**config.mk**
```make
export PLATFORM = sky130hd
export DESIGN_NAME = uart_frame_engine
export DESIGN_NICKNAME = d
export VERILOG_FILES = /design/src/rtl/ufe_pkg.sv /design/src/rtl/ufe_timing.sv /design/src/rtl/ufe_tx.sv /design/src/rtl/ufe_rx.sv /design/src/rtl/uart_frame_engine.sv
export SDC_FILE = /design/constraint.sdc
export NUM_CORES = 1
export LEC_CHECK = 0
export BUFFER_PORTS_ARGS = -buffer_cell sky130_fd_sc_hd__buf_2
export CORE_UTILIZATION = 54
export CTS_CLUSTER_DIAMETER = 30
export DETAILED_ROUTE_END_ITERATION = 7
export GPL_TIMING_DRIVEN = 0
export PLACE_DENSITY = 0.77
export SLEW_MARGIN = 20
export SYNTH_ARGS = -nofsm -noshare
export SYNTH_HDL_FRONTEND = slang
export SYNTH_SLANG_ARGS = --single-unit
```
**constraint.sdc**
```tcl
create_clock -name clk -period 2.15 [get_ports clk]
set_input_delay 0.215 -clock clk [delete_from_list [all_inputs] [get_ports clk]]
set_output_delay 0.215 -clock clk [all_outputs]
set_load 0.05 [all_outputs]
```
**src/rtl/ufe_pkg.sv**
```systemverilog
package ufe_pkg;
  localparam int MAXD = 9;
  localparam int FRW  = MAXD + 3;

  typedef enum logic [1:0] {
    LINK_ASYNC = 2'b00, LINK_SYNC = 2'b01, LINK_ALT = 2'b10, LINK_OFF = 2'b11
  } link_e;

  typedef struct packed {
    logic [3:0] len;
    logic       par_en;
    logic       par_odd;
    logic       sync;
    logic       active;
    logic       pol;
  } cfg_t;

  // word length from the sparse 3-bit code; unused codes fall back to 8
  function automatic logic [3:0] code_to_len(input logic [2:0] c);
    case (c)
      3'b000:  return 4'd5;
      3'b001:  return 4'd6;
      3'b010:  return 4'd7;
      3'b111:  return 4'd9;
      default: return 4'd8;
    endcase
  endfunction

  // control layout: [1:0] link, [3:2] parity, [6:4] length code, [7] polarity
  function automatic cfg_t decode_ctrl(input logic [7:0] r);
    cfg_t c;
    c.len     = code_to_len(r[6:4]);
    c.par_en  = (r[3:2] == 2'b10) || (r[3:2] == 2'b11);
    c.par_odd = (r[3:2] == 2'b11);
    c.sync    = (link_e'(r[1:0]) == LINK_SYNC);
    c.active  = (link_e'(r[1:0]) != LINK_OFF);
    c.pol     = r[7];
    return c;
  endfunction

  function automatic logic [MAXD-1:0] len_mask(input logic [3:0] len);
    logic [MAXD-1:0] m;
    m = '0;
    for (int i = 0; i < MAXD; i++) if (i < int'(len)) m[i] = 1'b1;
    return m;
  endfunction

  // value of the parity bit that completes the selected parity
  function automatic logic parity_of(input logic [MAXD-1:0] d, input logic [3:0] len,
                                     input logic odd);
    return (^(d & len_mask(len))) ^ odd;
  endfunction

  function automatic logic [FRW-1:0] build_frame(input logic [MAXD-1:0] d,
                                                 input logic [3:0] len,
                                                 input logic pen, input logic odd);
    logic [FRW-1:0] f;
    f    = '1;
    f[0] = 1'b0;
    for (int i = 0; i < MAXD; i++) if (i < int'(len)) f[i+1] = d[i];
    if (pen) f[int'(len)+1] = parity_of(d, len, odd);
    return f;
  endfunction

  function automatic logic [3:0] frame_bits(input logic [3:0] len, input logic pen);
    return len + {3'b000, pen} + 4'd2;
  endfunction
endpackage

```
**src/rtl/ufe_timing.sv**
```systemverilog
module ufe_timing #(
  parameter int DIV_W = 16
) (
  input  logic             clk,
  input  logic             rst_n,
  input  logic [DIV_W-1:0] baud_div,
  input  logic             sclk,
  input  logic             pol,
  output logic             tick,
  output logic             drv_edge,
  output logic             smp_edge
);
  logic [DIV_W-1:0] bcnt;
  logic [2:0]       ssync;
  logic             rise, fall;

  assign tick = (bcnt >= baud_div);

  always_ff @(posedge clk or negedge rst_n) begin
    if (!rst_n) bcnt <= '0;
    else if (tick) bcnt <= '0;
    else bcnt <= bcnt + 1'b1;
  end

  always_ff @(posedge clk or negedge rst_n) begin
    if (!rst_n) ssync <= 3'b000;
    else ssync <= {ssync[1:0], sclk};
  end

  assign rise     = ssync[1] & ~ssync[2];
  assign fall     = ~ssync[1] & ssync[2];
  assign drv_edge = pol ? fall : rise;
  assign smp_edge = pol ? rise : fall;
endmodule

```
**src/rtl/ufe_tx.sv**
```systemverilog
module ufe_tx
  import ufe_pkg::*;
#(
  parameter int OVS = 16
) (
  input  logic            clk,
  input  logic            rst_n,
  input  cfg_t            cfg,
  input  logic            tick,
  input  logic            drv_edge,
  input  logic            start,
  input  logic [MAXD-1:0] data,
  output logic            txd,
  output logic            busy,
  output logic            done
);
  localparam int SUBW = $clog2(OVS);

  logic [FRW-1:0]  frame;
  logic [3:0]      left;
  logic [SUBW-1:0] sub;
  logic            shown;
  logic            tx_step;

  assign tx_step = cfg.sync ? drv_edge : (tick && sub == SUBW'(OVS-1));

  always_ff @(posedge clk or negedge rst_n) begin
    if (!rst_n) begin
      frame <= '1; left <= '0; sub <= '0; shown <= 1'b0;
      busy <= 1'b0; txd <= 1'b1; done <= 1'b0;
    end else begin
      done <= 1'b0;
      if (!cfg.active) begin
        busy <= 1'b0; txd <= 1'b1; shown <= 1'b0;
      end else if (!busy) begin
        if (start) begin
          frame <= build_frame(data, cfg.len, cfg.par_en, cfg.par_odd);
          left  <= frame_bits(cfg.len, cfg.par_en);
          busy  <= 1'b1;
          sub   <= '0;
          shown <= !cfg.sync;
          txd   <= cfg.sync;
        end
      end else begin
        if (!cfg.sync && tick) sub <= (sub == SUBW'(OVS-1)) ? '0 : sub + 1'b1;
        if (tx_step) begin
          if (!shown) begin
            shown <= 1'b1; txd <= frame[0];
          end else if (left == 4'd1) begin
            busy <= 1'b0; done <= 1'b1; txd <= 1'b1; shown <= 1'b0;
          end else begin
            frame <= {1'b1, frame[FRW-1:1]};
            txd   <= frame[1];
            left  <= left - 1'b1;
          end
        end
      end
    end
  end

  assert_start_low_R4: assert property (@(posedge clk) disable iff (!rst_n)
    $rose(shown) |-> !txd);
  assert_hold_while_busy_R5: assert property (@(posedge clk) disable iff (!rst_n)
    busy && !tx_step && cfg.active |=> $stable(frame) && $stable(left));
  assert_done_idle_R6: assert property (@(posedge clk) disable iff (!rst_n)
    done |-> !busy && txd);
endmodule

```
**src/rtl/ufe_rx.sv**
```systemverilog
module ufe_rx
  import ufe_pkg::*;
#(
  parameter int OVS = 16
) (
  input  logic            clk,
  input  logic            rst_n,
  input  cfg_t            cfg,
  input  logic            tick,
  input  logic            smp_edge,
  input  logic            rxd,
  output logic [MAXD-1:0] data,
  output logic            done,
  output logic            perr,
  output logic            ferr
);
  localparam int SUBW = $clog2(OVS);

  typedef enum logic [1:0] {RX_IDLE, RX_START, RX_BITS} rxst_e;

  rxst_e           st;
  logic [1:0]      rsync;
  logic            rxs;
  logic [SUBW-1:0] sub;
  logic [3:0]      idx, plen;
  logic            ppen, podd, pbit;
  logic [MAXD-1:0] sbuf;
  logic            rx_samp, rx_half;

  assign rxs     = rsync[1];
  assign rx_samp = cfg.sync ? smp_edge : (tick && sub == SUBW'(OVS-1));
  assign rx_half = tick && sub == SUBW'(OVS/2-1);

  always_ff @(posedge clk or negedge rst_n) begin
    if (!rst_n) rsync <= 2'b11;
    else rsync <= {rsync[0], rxd};
  end

  always_ff @(posedge clk or negedge rst_n) begin
    if (!rst_n) begin
      st <= RX_IDLE; sub <= '0; idx <= '0; plen <= 4'd5; ppen <= 1'b0; podd <= 1'b0;
      pbit <= 1'b0; sbuf <= '0; data <= '0; done <= 1'b0; perr <= 1'b0; ferr <= 1'b0;
    end else begin
      done <= 1'b0;
      if (!cfg.active) st <= RX_IDLE;
      else begin
        case (st)
          RX_IDLE: begin
            sub <= '0; idx <= '0; sbuf <= '0;
            plen <= cfg.len; ppen <= cfg.par_en; podd <= cfg.par_odd;
            if (cfg.sync) begin
              if (smp_edge && !rxs) st <= RX_BITS;
            end else if (!rxs) st <= RX_START;
          end
          RX_START: begin
            if (tick) sub <= sub + 1'b1;
            if (rx_half) begin
              sub <= '0;
              st  <= rxs ? RX_IDLE : RX_BITS;
            end
          end
          default: begin
            if (!cfg.sync && tick) sub <= (sub == SUBW'(OVS-1)) ? '0 : sub + 1'b1;
            if (rx_samp) begin
              if (idx < plen) sbuf[idx] <= rxs;
              else if (ppen && idx == plen) pbit <= rxs;
              else begin
                data <= sbuf;
                perr <= ppen && (parity_of(sbuf, plen, podd) != pbit);
                ferr <= !rxs;
                done <= 1'b1;
                st   <= RX_IDLE;
              end
              idx <= idx + 1'b1;
            end
          end
        endcase
      end
    end
  end

  assert_rx_done_pulse_R7: assert property (@(posedge clk) disable iff (!rst_n)
    done |=> !done);
  assert_upper_zero_R7: assert property (@(posedge clk) disable iff (!rst_n)
    done |-> (data & ~len_mask(plen)) == '0);
  assert_perr_gated_R8: assert property (@(posedge clk) disable iff (!rst_n)
    done && !ppen |-> !perr);
endmodule

```
**src/rtl/uart_frame_engine.sv**
```systemverilog
module uart_frame_engine
  import ufe_pkg::*;
#(
  parameter int DIV_W = 16,
  parameter int OVS   = 16
) (
  input  logic             clk,
  input  logic             rst_n,
  input  logic [7:0]       ctrl,
  input  logic [DIV_W-1:0] baud_div,
  input  logic             sclk,
  input  logic             tx_start,
  input  logic [MAXD-1:0]  tx_data,
  output logic             tx_busy,
  output logic             tx_done,
  output logic             txd,
  input  logic             rxd,
  output logic [MAXD-1:0]  rx_data,
  output logic             rx_done,
  output logic             rx_parity_err,
  output logic             rx_frame_err
);
  cfg_t cfg;
  logic tick, drv_edge, smp_edge;

  assign cfg = decode_ctrl(ctrl);

  ufe_timing #(.DIV_W(DIV_W)) u_timing (
    .clk(clk), .rst_n(rst_n), .baud_div(baud_div), .sclk(sclk), .pol(cfg.pol),
    .tick(tick), .drv_edge(drv_edge), .smp_edge(smp_edge)
  );

  ufe_tx #(.OVS(OVS)) u_tx (
    .clk(clk), .rst_n(rst_n), .cfg(cfg), .tick(tick), .drv_edge(drv_edge),
    .start(tx_start), .data(tx_data), .txd(txd), .busy(tx_busy), .done(tx_done)
  );

  ufe_rx #(.OVS(OVS)) u_rx (
    .clk(clk), .rst_n(rst_n), .cfg(cfg), .tick(tick), .smp_edge(smp_edge), .rxd(rxd),
    .data(rx_data), .done(rx_done), .perr(rx_parity_err), .ferr(rx_frame_err)
  );

  assert_inactive_quiet_R1: assert property (@(posedge clk) disable iff (!rst_n)
    !cfg.active |=> !tx_done && !rx_done && txd);
endmodule

```
; ---- After elaboration in Yosys (flattened, before gate mapping)
; Cells that the tools add are included.
[classes]
eq_ne = 27
n_div = 0
shift = 0
order_cmp = 24
reduce_logical = 31
n_addsub = 8
mux = 208
bitwise_logic = 12
mul = 0
[ops]
columns = cell, count
row1 = $mux 1, 167
row2 = $mux 12, 6
row3 = $mux 4, 14
row4 = $ge 32x1->1 const B, 1
row5 = $lt 3x4->1 const A, 8
row6 = $lt 32x6->1 const B, 1
row7 = $and 9x9->9, 2
row8 = $mux 2, 9
row9 = $mux 9, 2
row10 = $pmux 9 s2, 1
row11 = $reduce_xor 9->1, 2
row12 = $add 16x1->16 const B, 1
row13 = $ge 16x16->1, 1
row14 = $lt 1x4->1 const A, 4
row15 = $lt 2x4->1 const A, 4
row16 = $mux 16, 1
row17 = $ne 4x4->1 const B, 4
row18 = $pmux 4 s2, 2
row19 = $pmux 4 s4, 1
row20 = $reduce_and 5->1, 3
row21 = $add 4x1->4 const B, 3
row22 = $bwmux 12, 1
row23 = $bwmux 9, 1
row24 = $logic_and 1x1->1, 9
row25 = other kinds (39), 62
[totals]
ramBits = 0
n_memories = 0
input_bits = 38
out_inout_bits = 15
mem_bits_ro = 0
wordCells = 332
ff_bits = 83
latchBits = 0

; ---- Depth between registers and ports, before layout
[logic_depth]
ltp_word = 15
mapped_depth = 10
mapped_depth_nobuf = 9

; ---- Cells and area by module
; Synthesis repeated with hierarchy kept, for this count alone.
[hier_totals]
hier_cells = 579
area_unflattened_um2 = 5484.0
[modules_own_cells]
columns = mod, seq_area_each_um2, area_per_inst_um2, instances, cells_per_inst
row1 = ufe_rx, 1006.0, 2258.4, 1, 227
row2 = ufe_tx, 616.8, 1803.0, 1, 205
row3 = ufe_timing, 475.5, 1367.6, 1, 137
row4 = uart_frame_engine, 0.0, 55.1, 1, 10

; ---- Worst setup path after synthesis
; OpenSTA, ideal clock, no wires.
[synth_path]
path_type = register -> register
start = register u_timing.bcnt[3]
end = register u_rx.data[0]
synth_period_minus_slack_ns = 2.336
required_ns = 2.025
arrival_ns = 2.211
path_slack_ns = -0.186
path_stages_with_launch = 9
setup_ns = 0.125
path_buffers = 0
path_cell_list = dfrtp_1 ha_1 a2111oi_2 o21ai_1 a31oi_4 a211oi_4 o211ai_4 nor2_8 mux2_4
[synth_between]
elab_chain_cells = 4
[synth_rtl]
columns = item, line_no
row1 = start: declaration, ufe_timing.sv:13  ; logic [DIV_W-1:0] bcnt;
row2 = start signal: assignment, ufe_timing.sv:22  ; else bcnt <= bcnt + 1'b1;
row3 = $ge 16x16->1, ufe_timing.sv:17  ; assign tick = (bcnt >= baud_div);
row4 = $logic_and 1x1->1, ufe_rx.sv:31  ; assign rx_samp = cfg.sync ? smp_edge : (tick && sub == SUBW'(OVS-1));
row5 = $mux 1, ufe_rx.sv:31
row6 = $reduce_and 5->1 (no source line), --
row7 = end signal: assignment, ufe_rx.sv:68  ; data <= sbuf;
row8 = end: declaration, ufe_rx.sv:12  ; output logic [MAXD-1:0] data,
; No other way between the ends.
; A chain may end at the register's enable or synchronous reset.

; ---- Final worst setup path
[layout_path]
start = register u_timing.bcnt[3]
end = register u_tx.left[2]
[layout_between]
elab_chain_cells = 5
[layout_rtl]
columns = item, line_no
row1 = $ge 16x16->1, ufe_timing.sv:17
row2 = $logic_and 1x1->1, ufe_tx.sv:25  ; assign tx_step = cfg.sync ? drv_edge : (tick && sub == SUBW'(OVS-1));
row3 = $mux 1, ufe_tx.sv:25
row4 = $ne 2x2->1 (no source line), --
row5 = $reduce_and 5->1 (no source line), --
row6 = end signal: assignment, ufe_tx.sv:38  ; left <= frame_bits(cfg.len, cfg.par_en);
row7 = end signal: assignment, ufe_tx.sv:54  ; left <= left - 1'b1;
row8 = end: declaration, ufe_tx.sv:20  ; logic [3:0] left;
; No other way between the ends.

==> results by stage <==
Timing:
- The worst-case clock skew is ~0.0044 ns.
- The total count of max-transition violations in the final report is 0.
- Setup violations remaining at the end of the flow were counted as 54.
- The part of the cycle the worst path needs is 115%.
- The actual transition at the worst max-transition pin is between 0.6 and 0.7 ns.
- The total count of hold-check failures in the final report is 0.
- For the finished layout, the period the worst path requires is between 2 and 2.5 ns.
- The relative max-transition margin is around 54%.
- Setup repair after global routing could not meet its margin everywhere.
- The highest clock frequency the design can meet is approximately 0.40 GHz.
- The worst path setup slack after routing is -0.321 ns.

Route:
- Summing over every cut layer, the via total after detailed routing is approximately 4500.
- Dividing the detail-routed wire length by the instance count gives about 18 µm.
- The antenna violation net count after detailed routing is 0.
- In this run, the number of DRC markers left after iteration 0 of detailed routing was about 280.
- Summed over all layers, the routed wires come to ~13000 µm.
- The number of vias per cell is 6.05.
- The post-detailed-route DRC marker count is 0.
- The detailed-routing iteration count for the pre-antenna-repair pass is 5.

Clock tree:
- After clock tree synthesis, the clock-pin slew on the worst setup and hold paths is 0.08 ns.
- Counting every sink on the clock net gives slightly above 80.
- The clock root buffer is sky130_fd_sc_hd__clkbuf_8.
- The clock latency reported for the late side of the worst-skew pair is roughly 0.36 ns.
- The TritonCTS clock tree is done.
- The number of levels the H-tree was split into is 3.
- No sink is reached through more buffers than the 2 on the longest clock path.
- The number of clock buffers inserted by TritonCTS is 9.

Worst setup path:
- The worst setup path is launched from a flip-flop.
- The worst setup path is of the flip-flop to flip-flop kind.
- STA classifies the critical path endpoint as a flip-flop.
- Of all nets on the critical path, the largest fanout is 7.
- The arrival time at the worst endpoint is about 2.7 ns.
- The worst endpoint required time is between 2 and 2.5 ns.

Logic synthesis:
- The sequential-to-total area share from yosys stat is between 40% and 50%.
- The synthesized netlist occupies a cell area of 0.00505 mm².
- Summed over its instances, the top area cell type makes up roughly 33% of the synthesized netlist area.
- Ranked by instance count, the synthesized netlist is headed by sky130_fd_sc_hd__dfrtp_1, sky130_fd_sc_hd__nand2_1, sky130_fd_sc_hd__nor2_1, sky130_fd_sc_hd__inv_1, sky130_fd_sc_hd__o21ai_0.
- The most used flip-flop cell after synthesis is sky130_fd_sc_hd__dfrtp_1.
- After synthesis, the cell types taking the most area are sky130_fd_sc_hd__dfrtp_1, sky130_fd_sc_hd__dfstp_2, sky130_fd_sc_hd__ha_1.
- The synthesized area divided by synthesized cell count is approximately 9.5 µm².
- The count of flip-flops with a built-in enable after synthesis is 0.
- The number of instances in the synthesized netlist is 532.
- Synthesis produced a netlist with a net count of 600.
- After synthesis, the share of flip-flops with an asynchronous set or reset is 100%.
- The number of library cell types mapped by synthesis is 73.
- The Yosys step of the flow raised 0 warnings.
- By instance count, the leading cell after synthesis is sky130_fd_sc_hd__dfrtp_1.
- The most area-hungry cell type in the Yosys netlist is sky130_fd_sc_hd__dfrtp_1.
- Counting flops and latches in the post-synthesis netlist gives 83.

Layout:
- The number of nets in the layout is 704.
- The share of layout cells above drive strength 1 is approximately a third.
- The layout overhead on the synthesized area is 27.1%.
- The finished layout holds ~750 standard cells, fillers aside.
- The repair_antennas step left the layout with diodes totalling 0.

Floorplan:
- The vertical extent of the die is between 90 and 100 µm.
- In this run the count of I/O pins placed on the die edge is 53.
- The core region is 0.00889 mm².
- The floorplan step defined a die boundary enclosing just under 0.01 mm².
- The initialized floorplan defines 34 standard-cell rows.
- The die is 98.7 µm wide.
- The initial utilization of the core area, before any placement, comes to between 50% and 60%.

Power and ir drop:
- The clock group share of total power is 24.8%.
- Sequential cells burn around two fifths of the power.
- The part of the power in combinational logic is approximately 34%.
- In this run switching power makes up between 30% and 40% of total power.
- For this design the total switching power over the nets is around 1.9 mW.
- In this run the static leakage power is a little under 3 nW.
- The largest vdd supply drop is around 0.00048 V.
- The internal portion of total power is about 3.4 mW.
- In this run the power density over the cells is ~810 mW/mm².

Global route:
- Global routing used 26.8% of the available tracks across all layers.
- The number of global-route vias before repair is ~4300.
- Entering global routing, the biggest net connects 48 pins.
- The global-route congestion overflow total is 0.
- The number of antenna violations at the first check in global routing was 0.
- The first global-routing pass estimated slightly above 20000 µm of wire.

Status:
- The checks that failed: negative setup slack.
- The flow ran to the end, but the final reports show violations.

Placed design:
- In this run, placement finished with an instance count of 690.
- The HPWL after detailed placement is between 8000 and 9000 µm.
- The routability-driven placement congestion ratio is between 0.8 and 0.9.
- The count of buffers from port buffering is ~50.
- The post-place setup slack is -0.454 ns.

Worst hold path:
- The worst hold path belongs to the class input pin to flip-flop.

Job:
- Max-cap violations in this run came to 0.
-- stage by stage --
| stage | TNS, ns | hold slack (ns) | area [µm²] | total power [mW] | util, % |
|---|---|---|---|---|---|
| finish | -10.87 | 0.170 | 6420 | 5.21 | 72.2 |
| global placement | -12.89 | 0.320 | 5470 | 3.39 | 61.5 |
| global route | -16.43 | 0.180 | 6420 | 5.48 | 72.2 |
| CTS | -6.59 | 0.157 | 6120 | 4.95 | 68.8 |
| floorplan | -1.80 | -0.0806 | 5090 | 3.09 | - |
| detailed placement | -16.60 | 0.213 | 5500 | 3.49 | 61.9 |
-- per-layer routing --
layer / wire length, µm / share of wire, % / track usage [%]
met5: 0 / 0 / 0
met1: 5570 / 42 / 34.9
met4: 332 / 2.5 / 10.3
met2: 6730 / 50 / 45.9
met3: 706 / 5.3 / 3.33
-- power by group through the flow --
stage,Combinational (mW),Clock (mW),Sequential (mW)
2_1_floorplan,0.976,0,2.12
3_3_place_gp,1.24,0,2.14
3_5_place_dp,1.33,0,2.16
4_1_cts,1.55,1.29,2.10
5_1_grt,1.97,1.36,2.16
6_report,1.79,1.29,2.13
-- repair_timing --
item	CTS	global route
hold buffers	3	0
gates resized for setup	33	40
gates cloned	2	0
endpoints found under the hold margin	30	0
buffers inserted	21	19
pin swaps	21	18
setup endpoints to repair	66	66
-- worst paths after layout --
kind,from,to,slack [ns],cells past startpoint
setup / recovery,u_timing.bcnt[3],u_tx.left[2],-0.32,10
hold / removal,tx_data[0],u_tx.frame[1],0.17,3
setup reg to reg,u_timing.bcnt[3],u_tx.left[2],-0.32,10
hold reg to reg,u_rx.rsync[0],u_rx.rsync[1],0.36,0
max in group asynchronous,rst_n,u_rx.rsync[1],1.12,3
min in group asynchronous,rst_n,u_timing.bcnt[11],0.36,2
-- critical path, stage by stage, from the launching register on --
cell	delay, ns
sky130_fd_sc_hd__dfrtp_1	0.42
sky130_fd_sc_hd__ha_4	0.25
sky130_fd_sc_hd__a2111oi_4	0.31
sky130_fd_sc_hd__o21ai_2	0.13
sky130_fd_sc_hd__a31oi_4	0.27
sky130_fd_sc_hd__buf_4	0.17
sky130_fd_sc_hd__buf_6	0.09
sky130_fd_sc_hd__a21o_4	0.16
sky130_fd_sc_hd__buf_4	0.13
sky130_fd_sc_hd__mux2i_1	0.27
sky130_fd_sc_hd__a21oi_1	0.13
-- cell families (layout without fill, tap and decap cells) --
family          after synthesis  after routing  share of synthesized area, %
compound gates              121            121                          16.8
xor+xnor                     36             36                          6.54
fa+ha+maj                    30             30                          7.43
buf+inv                      51            159                          4.11
flops                        83             83                          41.5
mux                          21             21                          5.10
simple gates                190            191                          18.5
-- cell usage in the layout (no fill, tap or decap), types with 4 or more instances in the layout --
master | netlist | final
sky130_fd_sc_hd__buf_4 | 1 | 36
sky130_fd_sc_hd__mux2_4 | 9 | 9
sky130_fd_sc_hd__o21ai_1 | 2 | 6
sky130_fd_sc_hd__dfrtp_1 | 66 | 63
sky130_fd_sc_hd__nand4_1 | 7 | 7
sky130_fd_sc_hd__o21ai_2 | 0 | 6
sky130_fd_sc_hd__buf_6 | 1 | 7
sky130_fd_sc_hd__mux2i_1 | 10 | 10
sky130_fd_sc_hd__buf_2 | 3 | 49
sky130_fd_sc_hd__o21ai_0 | 34 | 22
sky130_fd_sc_hd__a31oi_1 | 7 | 4
sky130_fd_sc_hd__a41o_1 | 5 | 5
sky130_fd_sc_hd__ha_1 | 30 | 21
sky130_fd_sc_hd__nand2_1 | 61 | 59
sky130_fd_sc_hd__xnor2_1 | 20 | 20
sky130_fd_sc_hd__nand2b_1 | 8 | 8
sky130_fd_sc_hd__nor2_2 | 0 | 4
sky130_fd_sc_hd__clkbuf_1 | 10 | 8
sky130_fd_sc_hd__o211ai_1 | 4 | 4
sky130_fd_sc_hd__dfstp_2 | 17 | 17
sky130_fd_sc_hd__o22ai_1 | 4 | 4
sky130_fd_sc_hd__a21oi_1 | 25 | 22
sky130_fd_sc_hd__nand3_1 | 25 | 24
sky130_fd_sc_hd__ha_4 | 0 | 8
sky130_fd_sc_hd__nor2_1 | 49 | 45
sky130_fd_sc_hd__clkbuf_8 | 0 | 10
sky130_fd_sc_hd__inv_1 | 34 | 34
sky130_fd_sc_hd__and3_1 | 7 | 7
sky130_fd_sc_hd__nor2b_1 | 7 | 7
sky130_fd_sc_hd__xor2_1 | 15 | 15
-- sequential cells by signal (all words and copies together) (netlist names), 2 cells and up --
register	flops
u_rx.rsync	2
u_tx.frame	12
u_rx.data	9
u_rx.st	2
u_timing.ssync	3
u_rx.sub	4
u_rx.idx	4
u_tx.sub	4
u_rx.sbuf	9
u_timing.bcnt	16
u_rx.plen	4
u_tx.left	4
-- cell type report --
class | instances | area [µm²]
clock inverter | 6 | 88.8
tap | 108 | 135
multi-input combinational | 399 | 3100
fill | 596 | 2470
sequential | 83 | 2100
buffer | 16 | 90.1
clock buffer | 10 | 138
timing repair buffer | 93 | 646
inverter | 34 | 128
Note: power is estimated with default switching activity, not from simulation.
